### config.mk
export PLATFORM = sky130hd
export DESIGN_NAME = mash3_modulator
export DESIGN_NICKNAME = d
export VERILOG_FILES = /design/src/rtl/mash3_modulator.sv
export SDC_FILE = /design/constraint.sdc
export NUM_CORES = 1
export LEC_CHECK = 0
export BUFFER_PORTS_ARGS = -buffer_cell sky130_fd_sc_hd__buf_2
export CAP_MARGIN = 10
export CORE_MARGIN = 4
export CORE_UTILIZATION = 61
export DETAILED_ROUTE_END_ITERATION = 8
export PLACE_DENSITY_LB_ADDON = 0.2
export SYNTH_ARGS = -nofsm -noshare
export SYNTH_HDL_FRONTEND = slang
export SYNTH_SLANG_ARGS = --single-unit
### constraint.sdc
create_clock -name clk -period 3.3 [get_ports clk]
set_input_delay 0.825 -clock clk [delete_from_list [all_inputs] [get_ports clk]]
set_output_delay 0.825 -clock clk [all_outputs]
set_load 0.02 [all_outputs]
### src/rtl/mash3_modulator.sv
module mash3_modulator #(
  parameter int CODE_W = 16
) (
  input  logic              clk,
  input  logic              rst_n,
  input  logic              code_valid,
  input  logic [CODE_W-1:0] code_in,
  output logic [3:0]        level_out
);

  localparam int SUM_W = CODE_W + 1;
  localparam int LVL_W = 4;

  logic [CODE_W-1:0] held, acc1, acc2, acc3;
  logic [SUM_W-1:0]  sum1, sum2, sum3;
  logic              ovf1, ovf2, ovf3;
  logic [1:0]        hist1, hist2, hist3;
  logic signed [LVL_W-1:0] merged;
  logic signed [LVL_W-1:0] level_q;

  assign sum1 = {1'b0, acc1} + {1'b0, held};
  assign sum2 = {1'b0, acc2} + {1'b0, acc1};
  assign sum3 = {1'b0, acc3} + {1'b0, acc2};
  assign ovf1 = sum1[CODE_W];
  assign ovf2 = sum2[CODE_W];
  assign ovf3 = sum3[CODE_W];

  always_comb begin
    merged = LVL_W'(hist1[1])
           + LVL_W'(hist2[0]) - LVL_W'(hist2[1])
           + LVL_W'(ovf3) - (LVL_W'(hist3[0]) <<< 1) + LVL_W'(hist3[1]);
  end

  always_ff @(posedge clk or negedge rst_n) begin
    if (!rst_n) begin
      held    <= '0;
      acc1    <= '0;
      acc2    <= '0;
      acc3    <= '0;
      hist1   <= '0;
      hist2   <= '0;
      hist3   <= '0;
      level_q <= '0;
    end else begin
      if (code_valid) held <= code_in;
      acc1    <= sum1[CODE_W-1:0];
      acc2    <= sum2[CODE_W-1:0];
      acc3    <= sum3[CODE_W-1:0];
      hist1   <= {hist1[0], ovf1};
      hist2   <= {hist2[0], ovf2};
      hist3   <= {hist3[0], ovf3};
      level_q <= merged;
    end
  end

  assign level_out = level_q;

  assert_level_range_R3: assert property (@(posedge clk) disable iff (!rst_n)
    ($signed(level_out) >= -3) && ($signed(level_out) <= 4));

  assert_hold_code_R2: assert property (@(posedge clk) disable iff (!rst_n)
    !code_valid |=> held == $past(held));

  assert_stage1_wrap_R5: assert property (@(posedge clk) disable iff (!rst_n)
    1'b1 |=> ({hist1[0], acc1} == {1'b0, $past(acc1)} + {1'b0, $past(held)}));

  assert_stage3_wrap_R5: assert property (@(posedge clk) disable iff (!rst_n)
    1'b1 |=> ({hist3[0], acc3} == {1'b0, $past(acc3)} + {1'b0, $past(acc2)}));

  assert_quiet_idle_R1: assert property (@(posedge clk) disable iff (!rst_n)
    (held == '0 && acc1 == '0 && acc2 == '0 && acc3 == '0 &&
     hist1 == '0 && hist2 == '0 && hist3 == '0) |=> level_out == '0);

endmodule

==> results of run 1 <==
==> routing by layer <==
| layer | vias to the layer above | GRT usage (%) | share of wire (%) | wire length, µm |
|---|---|---|---|---|
| met3 | 17 | 5.22 | 2.8 | 209 |
| met4 | 0 | 9.30 | 2.4 | 180 |
| met5 | - | 0 | 0 | 0 |
| li1 | 1432 | - | - | - |
| met1 | 1339 | 23.2 | 44 | 3370 |
| met2 | 44 | 35.9 | 51 | 3840 |
==> cells in the final DEF (no fill, tap or decap), drive strengths merged, types with 4 or more instances in the layout <==
cell,netlist,routed
a211oi,7,7
a21o,23,23
a21oi,32,32
a31oi,4,4
buf,0,22
clkbuf,4,13
dfrtp,74,74
fa,5,5
ha,54,54
inv,18,18
mux2,16,16
nand2,17,17
nand3,6,6
nand4,4,4
nor2,11,11
nor3,6,6
o21a,5,5
o21ai,15,15
o21bai,4,4
xnor2,26,26
xor2,14,14
==> registers in the layout (all words and copies together), names as in the netlist <==
| register | cells |
|---|---|
| hist3 | 2 |
| hist2 | 2 |
| level_out | 4 |
| held | 16 |
| acc2 | 16 |
| acc1 | 16 |
| hist1 | 2 |
| acc3 | 16 |
==> worst min-delay path by stage <==
| stage | endpoint | slack [ps] | cells after the start |
|---|---|---|---|
| 3_5_place_dp | hist1[1] | 380 | 0 |
| 4_1_cts | hist1[1] | 390 | 0 |
| 6_report | hist1[1] | 370 | 0 |
| 5_1_grt | hist1[1] | 400 | 0 |
| 3_3_place_gp | hist3[1] | 370 | 0 |
| 2_1_floorplan | hist1[1] | 330 | 0 |
==> cell type report <==
cell class                      count  area (µm²)
Clock inverter                      2        35.0
Clock buffer                       13         169
Inverter                           18        67.6
Timing Repair Buffer               22         113
Fill cell                         503        2110
Sequential cell                    74        1850
Tap cell                           96         120
Multi-Input combinational cell    280        2320
==> cell families (layout without fill, tap and decap cells) <==
family	after synthesis	count (layout)	synth area share (%)
AND/OR/NAND/NOR	54	54	6.11
buffers and inverters	22	55	1.94
multiplexers	16	16	4.23
flip-flops	74	74	43.5
AO/OA/AOI/OAI	111	111	17.8
adder cells (fa/ha/maj)	59	59	18.2
XOR/XNOR	40	40	8.23
==> worst max-delay path, cell delays in order (launching register included) <==
cell and delay (ps):
dfrtp_1 390, ha_1 240, fa_1 420, a21o_1 210
a21oi_2 170, o21ai_1 150, a221o_1 380, nor2_1 170
o21a_1 180, fa_1 190, ha_1 180, xnor2_1 120
==> stage by stage <==
step | hold slack [ps] | cell area (µm²) | std cells | worst slack (ps)
5_1_grt | 400 | 4680 | 505 | 276
2_1_floorplan | 331 | 4260 | 376 | 738
3_5_place_dp | 376 | 4480 | 490 | 448
3_3_place_gp | 366 | 4480 | 490 | 596
4_1_cts | 389 | 4680 | 505 | 411
6_report | 375 | 4680 | 505 | 412
==> reports/metrics.cfg, run 1 <==
[yosys]
syn_area_um2 = 4260
synth_area_leaders = dfrtp_1, ha_1, xnor2_1, mux2_2, a21o_1
synth_cell_types = 46
ys_seq_area_share_pct = 43.5
synth_common_cells = dfrtp_1, ha_1, a21oi_1
synth_top_area_share_pct = 43.5
syn_inst = 376
ys_warn_count = 0
ys_seq_elements = 74
syn_nets = 454
avgSynthCellArea_um2 = 11.3
yosysMostFrequentCell = dfrtp_1
yosysTopAreaCell = dfrtp_1
async_reset_ff_share_pct = 100
synth_edf_count = 0
ys.flop_type = dfrtp_1

[floorplan]
dieArea_um2 = 8380
ioPinCount = 23
initial_utilization_pct = 62.7
die_w_um = 91.6
core_um2 = 6790
die_h_um = 91.6
row_count = 30

[worst_hold_path]
hold_class = register to register
min_from = hist1[0]

[critical_path]
r2r-end = level_out[2]
crit_required_ps = 3570
cp-startpoint = acc2[0]
crit_arrival_ps = 3160
r2r-start = acc2[0]
reg2regPathDepth = 11
crit_path_end = level_out[2]
crit_type = register to register
crit_fanout = 4
endpoint_kind = register
start_kind = register
rrSetupSlack_ps = 410

[global_route]
globalRouteTotalUtil_pct = 20.4
antenna_found_initial = 0
grt_pass1_vias = 3046
grt_pass1_wl_um = 13500
grt_start_max_net_pins = 75
grt.overflow.total = 0

[clock_network]
cts_tree = done
cts-resized-gates = 0
cts.sinks = 74
post_cts_buffers = 0
clk_path_buf_depth = 2
cts_hold_buf = 0
clkSlewWorstSetupHoldPaths_ps = 80
clk_latency_ps = 340
clock-root-buffer = clkbuf_8
cts_buffers = 9
cts.htree.levels = 3

[place]
dp_hpwl_um = 5760
gp_congestion = 0.904
port_buffers = 22

[cells_and_area]
nets = 483
synthToLayoutAreaGrowth_pct = 9.90
drive_above_1_share_pct = 15.2
final_core_util_pct = 68.9
num_antenna_cells = 0

[timing]
worst_pin_slew_ps = 919
drv_slew = 0
hold_viol_final = 0
worst_slew_margin_rel_pct = 38.8
setup_viol = 0
clock_skew_ps = 7.36
setup_tns_ps = 0
fin_crit_sh_pct = 87.5
fmax_ghz = 0.346
fin_crit_ps = 2890
rsz0062_at_grt = false

[route]
drcViolationCount = 0
wl_per_cell_um = 15.0
antenna_left = 0
firstDrtPassIters = 6
routed_wl_um = 7600
vias_per_cell = 5.61
first_iter_violations = 110
vias = 2832

[flow_run]
cap_violations = 0

[outcome]
outcome = finished, final reports clean

Power of run 1 is left out: the tool's default activity adds up to more than one toggle a clock period on the data nets, which glitch-free logic cannot reach.
==> run 2, diff against run 1 <==
--- a/config.mk
+++ b/config.mk
@@ -11,6 +11,7 @@
 export CORE_UTILIZATION = 61
 export DETAILED_ROUTE_END_ITERATION = 8
 export PLACE_DENSITY_LB_ADDON = 0.2
+export RECOVER_POWER = 50
 export SYNTH_ARGS = -nofsm -noshare
 export SYNTH_HDL_FRONTEND = slang
 export SYNTH_SLANG_ARGS = --single-unit
==> reports/metrics.cfg, run 2 (synthesized netlist as in run 1, its figures left out) <==
[clock_network]
cts.sinks = 74  ; unchanged
cts-resized-gates = 0  ; unchanged
clock-root-buffer = clkbuf_8
clkSlewWorstSetupHoldPaths_ps = 80  ; about the same
cts_buffers = 9  ; unchanged
cts_tree = done
post_cts_buffers = 0  ; unchanged
clk_path_buf_depth = 2  ; unchanged
cts_hold_buf = 0  ; unchanged
cts.htree.levels = 3  ; unchanged
clk_latency_ps = 340  ; about the same

[cells_and_area]
synthToLayoutAreaGrowth_pct = 9.81  ; about the same
mostFrequentLayoutCells = dfrtp_1, ha_1, a21oi_1
drive_above_1_share_pct = 14.9  ; -0.24 points
nets = 483  ; unchanged
final_common_cell = dfrtp_1
fillCellCount = 505  ; +0.40%
num_antenna_cells = 0  ; unchanged

[global_route]
grt.overflow.total = 0  ; unchanged
globalRouteTotalUtil_pct = 20.4  ; unchanged
antenna_found_initial = 0  ; unchanged
grt_start_max_net_pins = 75  ; unchanged
grt_pass1_vias = 3046  ; unchanged
top_usage_layer = met2
met1_usage_pct = 23.2  ; unchanged
grt_pass1_wl_um = 13500  ; unchanged
use_met3_pct = 5.22  ; unchanged
global_route.usage.met2_pct = 35.9  ; unchanged

[floorplan]
ioPinCount = 23  ; unchanged
die_h_um = 91.6  ; unchanged
initial_utilization_pct = 62.7  ; unchanged
die_w_um = 91.6  ; unchanged
core_um2 = 6790  ; unchanged
row_count = 30  ; unchanged
dieArea_um2 = 8380  ; unchanged

[route]
vias_per_cell = 5.63  ; +0.35%
drcViolationCount = 0  ; unchanged
routed_wl_um = 7600  ; about the same
antenna_left = 0  ; unchanged
firstDrtPassIters = 4  ; -2
wl_per_cell_um = 15.1  ; about the same
vias = 2842  ; +0.35%
first_iter_violations = 110  ; unchanged

[place]
gp_congestion = 0.904  ; unchanged
port_buffers = 22  ; unchanged
dp_hpwl_um = 5760  ; unchanged

[timing]
rsz0062_at_grt = false
drv_slew = 75  ; +75
fmax_ghz = 0.346  ; about the same
setup_viol = 0  ; unchanged
worst_pin_slew_ps = 1800  ; +879 ps
whs_ps = 375  ; +0.0380 ps
clock_skew_ps = 7.34  ; -0.0170 ps
worst_slew_margin_rel_pct = -19.8  ; -59 points
hold_viol_final = 0  ; unchanged
fin_crit_ps = 2890  ; -0.0850 ps
fin_crit_sh_pct = 87.5  ; about the same
setup_tns_ps = 0  ; unchanged

[critical_path]
crit_fanout = 4  ; unchanged
crit_type = register to register
cp_top_family = compound AO/OA/AOI/OAI gates
start_kind = register
critPathMaxStageDelay_ps = 420  ; about the same
cpMaxStageDelayCell = fa_1
path_cells = ha_1 > fa_1 > a21o_1 > a21oi_2 > o21ai_1 > a221o_1 > nor2_1 > o21a_1 > fa_1 > ha_1 > xnor2_1
endpoint_kind = register
crit_arrival_ps = 3160  ; about the same
critPathBufInv = 0  ; unchanged
crit_required_ps = 3570  ; about the same

[flow_run]
cap_violations = 1  ; +1

[outcome]
outcome = complete, but fails checks
violations = capacitance limit, slew limit

[worst_hold_path]
hold_class = register to register

==> run 2: per-layer routing <==
metal  part of all wire, %  wire length [µm]
met5                     0                 0
met4                   2.4               180
met2                    51              3850
met1                    44              3360
met3                   2.8               215
==> run 2: path summary, 6_finish.rpt <==
path | start | endpoint | slack (ps) | cells after the start
max | acc2[0] | level_out[2] | 410 | 11
min | hist1[0] | hist1[1] | 370 | 0
max reg2reg | acc2[0] | level_out[2] | 410 | 11
min reg2reg | hist1[0] | hist1[1] | 370 | 0
max in group asynchronous | rst_n | acc1[12] | 1270 | 1
min in group asynchronous | rst_n | held[14] | 950 | 1
==> run 2: cell type report <==
class | instances | area, µm² | area share (%)
Clock buffer | 13 | 169 | 3.61
Clock inverter | 2 | 35.0 | 0.749
Inverter | 18 | 67.6 | 1.44
Multi-Input combinational cell | 280 | 2320 | 49.7
Sequential cell | 74 | 1850 | 39.6
Tap cell | 96 | 120 | 2.57
Timing Repair Buffer | 22 | 109 | 2.33
==> run 2: through the flow <==
| step | utilization, % | worst slack [ps] | instances | area [µm²] |
|---|---|---|---|---|
| floorplan | - | 738 | 376 | 4260 |
| global placement | 65.9 | 596 | 490 | 4480 |
| detailed placement | 65.9 | 448 | 490 | 4480 |
| CTS | 68.9 | 411 | 505 | 4680 |
| global route | 68.8 | 276 | 505 | 4680 |
| finish | 68.8 | 412 | 505 | 4680 |
==> run 2: worst reg2reg max path: stages (launching register included) <==
cell     delay, ps
dfrtp_1        390
ha_1           240
fa_1           420
a21o_1         210
a21oi_2        170
o21ai_1        150
a221o_1        380
nor2_1         170
o21a_1         180
fa_1           190
ha_1           180
xnor2_1        120
Power of run 2 is left out for the same reason.
==> run 3, diff against run 2 <==
--- a/config.mk
+++ b/config.mk
@@ -8,7 +8,8 @@
 export BUFFER_PORTS_ARGS = -buffer_cell sky130_fd_sc_hd__buf_2
 export CAP_MARGIN = 10
 export CORE_MARGIN = 4
-export CORE_UTILIZATION = 61
+export CORE_UTILIZATION = 64
+export CTS_BUF_LIST = sky130_fd_sc_hd__clkbuf_4
 export DETAILED_ROUTE_END_ITERATION = 8
 export PLACE_DENSITY_LB_ADDON = 0.2
 export RECOVER_POWER = 50
==> reports/metrics.cfg, run 3 (synthesized netlist as in run 1, its figures left out) <==
[cells_and_area]
num_antenna_cells = 0  ; unchanged
drive_above_1_share_pct = 14.9  ; -0.036 points
nets = 483  ; unchanged
final_common_cell = dfrtp_1
mostFrequentLayoutCells = dfrtp_1, ha_1, a21oi_1
synthToLayoutAreaGrowth_pct = 8.23
fillCellCount = 468  ; -7.3%

[critical_path]
crit_type = register to register
rrSetupSlack_ps = 520  ; +110 ps
endpoint_kind = register
r2r-start = acc2[0]
r2r-end = level_out[2]
crit_required_ps = 3650  ; +80 ps
crit_fanout = 4  ; unchanged
start_kind = register
reg2regPathDepth = 11  ; unchanged
crit_arrival_ps = 3130  ; -30 ps

[worst_hold_path]
min_from = hist1[0]
hold_class = register to register
min_path_cells = 0  ; unchanged
worstHoldEndpoint = hist1[1]

[global_route]
use_met3_pct = 3.28  ; -1.9 points
grt.overflow.total = 0  ; unchanged
met1_usage_pct = 28.8  ; +5.7 points
antenna_found_initial = 0  ; unchanged
grt_pass1_wl_um = 13200  ; -2.2%
top_usage_layer = met2
globalRouteTotalUtil_pct = 21.7  ; +1.3 points
global_route.usage.met2_pct = 36.2  ; +0.26 points
grt_pass1_vias = 2907  ; -4.6%
grt_start_max_net_pins = 75  ; unchanged

[place]
port_buffers = 22  ; unchanged
gp_congestion = 0.858  ; -5.2%
dp_hpwl_um = 5900  ; +2.4%

[route]
routed_wl_um = 7710  ; +1.4%
drcViolationCount = 0  ; unchanged
vias = 2869  ; +0.95%
antenna_left = 0  ; unchanged
vias_per_cell = 5.89  ; +4.7%
firstDrtPassIters = 4  ; unchanged
wl_per_cell_um = 15.8  ; +5.1%
first_iter_violations = 102  ; -7.3%

[timing]
rsz0062_at_grt = false
worst_slew_margin_rel_pct = -19.7  ; +0.15 points
worst_pin_slew_ps = 1790  ; -2.28 ps
hold_viol_final = 0  ; unchanged
setup_tns_ps = 0  ; unchanged
drv_slew = 75  ; unchanged
fmax_ghz = 0.360  ; +3.8%
setup_viol = 0  ; unchanged
clock_skew_ps = 15.3  ; +7.99 ps
fin_crit_sh_pct = 84.3  ; -3.2 points
fin_crit_ps = 2780  ; -106 ps

[clock_network]
clock-root-buffer = clkbuf_4
clk_latency_ps = 410  ; +70 ps
cts-resized-gates = 0  ; unchanged
cts_buffers = 9  ; unchanged
cts_hold_buf = 0  ; unchanged
clkSlewWorstSetupHoldPaths_ps = 130  ; +50 ps
cts.sinks = 74  ; unchanged
cts_tree = done
clk_path_buf_depth = 2  ; unchanged
post_cts_buffers = 0  ; unchanged
cts.htree.levels = 3  ; unchanged

[floorplan]
die_h_um = 89.6  ; -2.2%
core_um2 = 6420  ; -5.5%
ioPinCount = 23  ; unchanged
dieArea_um2 = 8020  ; -4.3%
row_count = 29  ; -3.3%
initial_utilization_pct = 66.3  ; +3.6 points
die_w_um = 89.6  ; -2.2%

[flow_run]
cap_violations = 1  ; unchanged

[outcome]
violations = capacitance limit, slew limit
outcome = complete, but fails checks

-- run 3: per-stage QoR --
step,setup WS [ps],cell area (µm²),hold WS (ps),cells,util [%]
global route,311,4610,376,487,71.8
finish,519,4610,372,487,71.8
global placement,611,4450,349,471,69.3
detailed placement,505,4450,349,471,69.3
CTS,500,4610,377,487,71.8
floorplan,738,4260,331,376,-
-- run 3: area by class of cell --
| cell class | instances | area (µm²) | area share [%] |
|---|---|---|---|
| Tap cell | 77 | 96.3 | 2.09 |
| Clock buffer | 9 | 67.6 | 1.47 |
| Multi-Input combinational cell | 280 | 2320 | 50.4 |
| Sequential cell | 74 | 1850 | 40.2 |
| Inverter | 18 | 67.6 | 1.47 |
| Timing Repair Buffer | 22 | 109 | 2.36 |
| Clock inverter | 7 | 92.6 | 2.01 |
-- run 3: how the worst max path moves through the flow --
stage / startpoint / to / slack (ps) / cells after the start
CTS: acc2[0] / level_out[2] / 500 / 11
global route: acc2[0] / level_out[2] / 310 / 11
floorplan: acc2[0] / level_out[0] / 740 / 10
global placement: acc2[0] / level_out[2] / 610 / 11
finish: acc2[0] / level_out[2] / 520 / 11
detailed placement: acc2[0] / level_out[2] / 510 / 11
-- run 3: per-layer routing --
layer	share of wire, %	routed length (µm)	up-vias
met4	1.6	122	0
met5	0	0	-
met1	47	3620	1382
met3	3.0	229	12
met2	48	3740	39
li1	-	-	1436
-- run 3: worst max-delay path: stages, from the launching register on --
cell and delay [ps]:
dfrtp_1 400, ha_1 250, fa_1 430, a21o_1 220, a21oi_2 180, o21ai_1 140, a221o_1 370, nor2_1 120
o21a_1 150, fa_1 180, ha_1 160, xnor2_1 110
Power of run 3 is left out for the same reason.
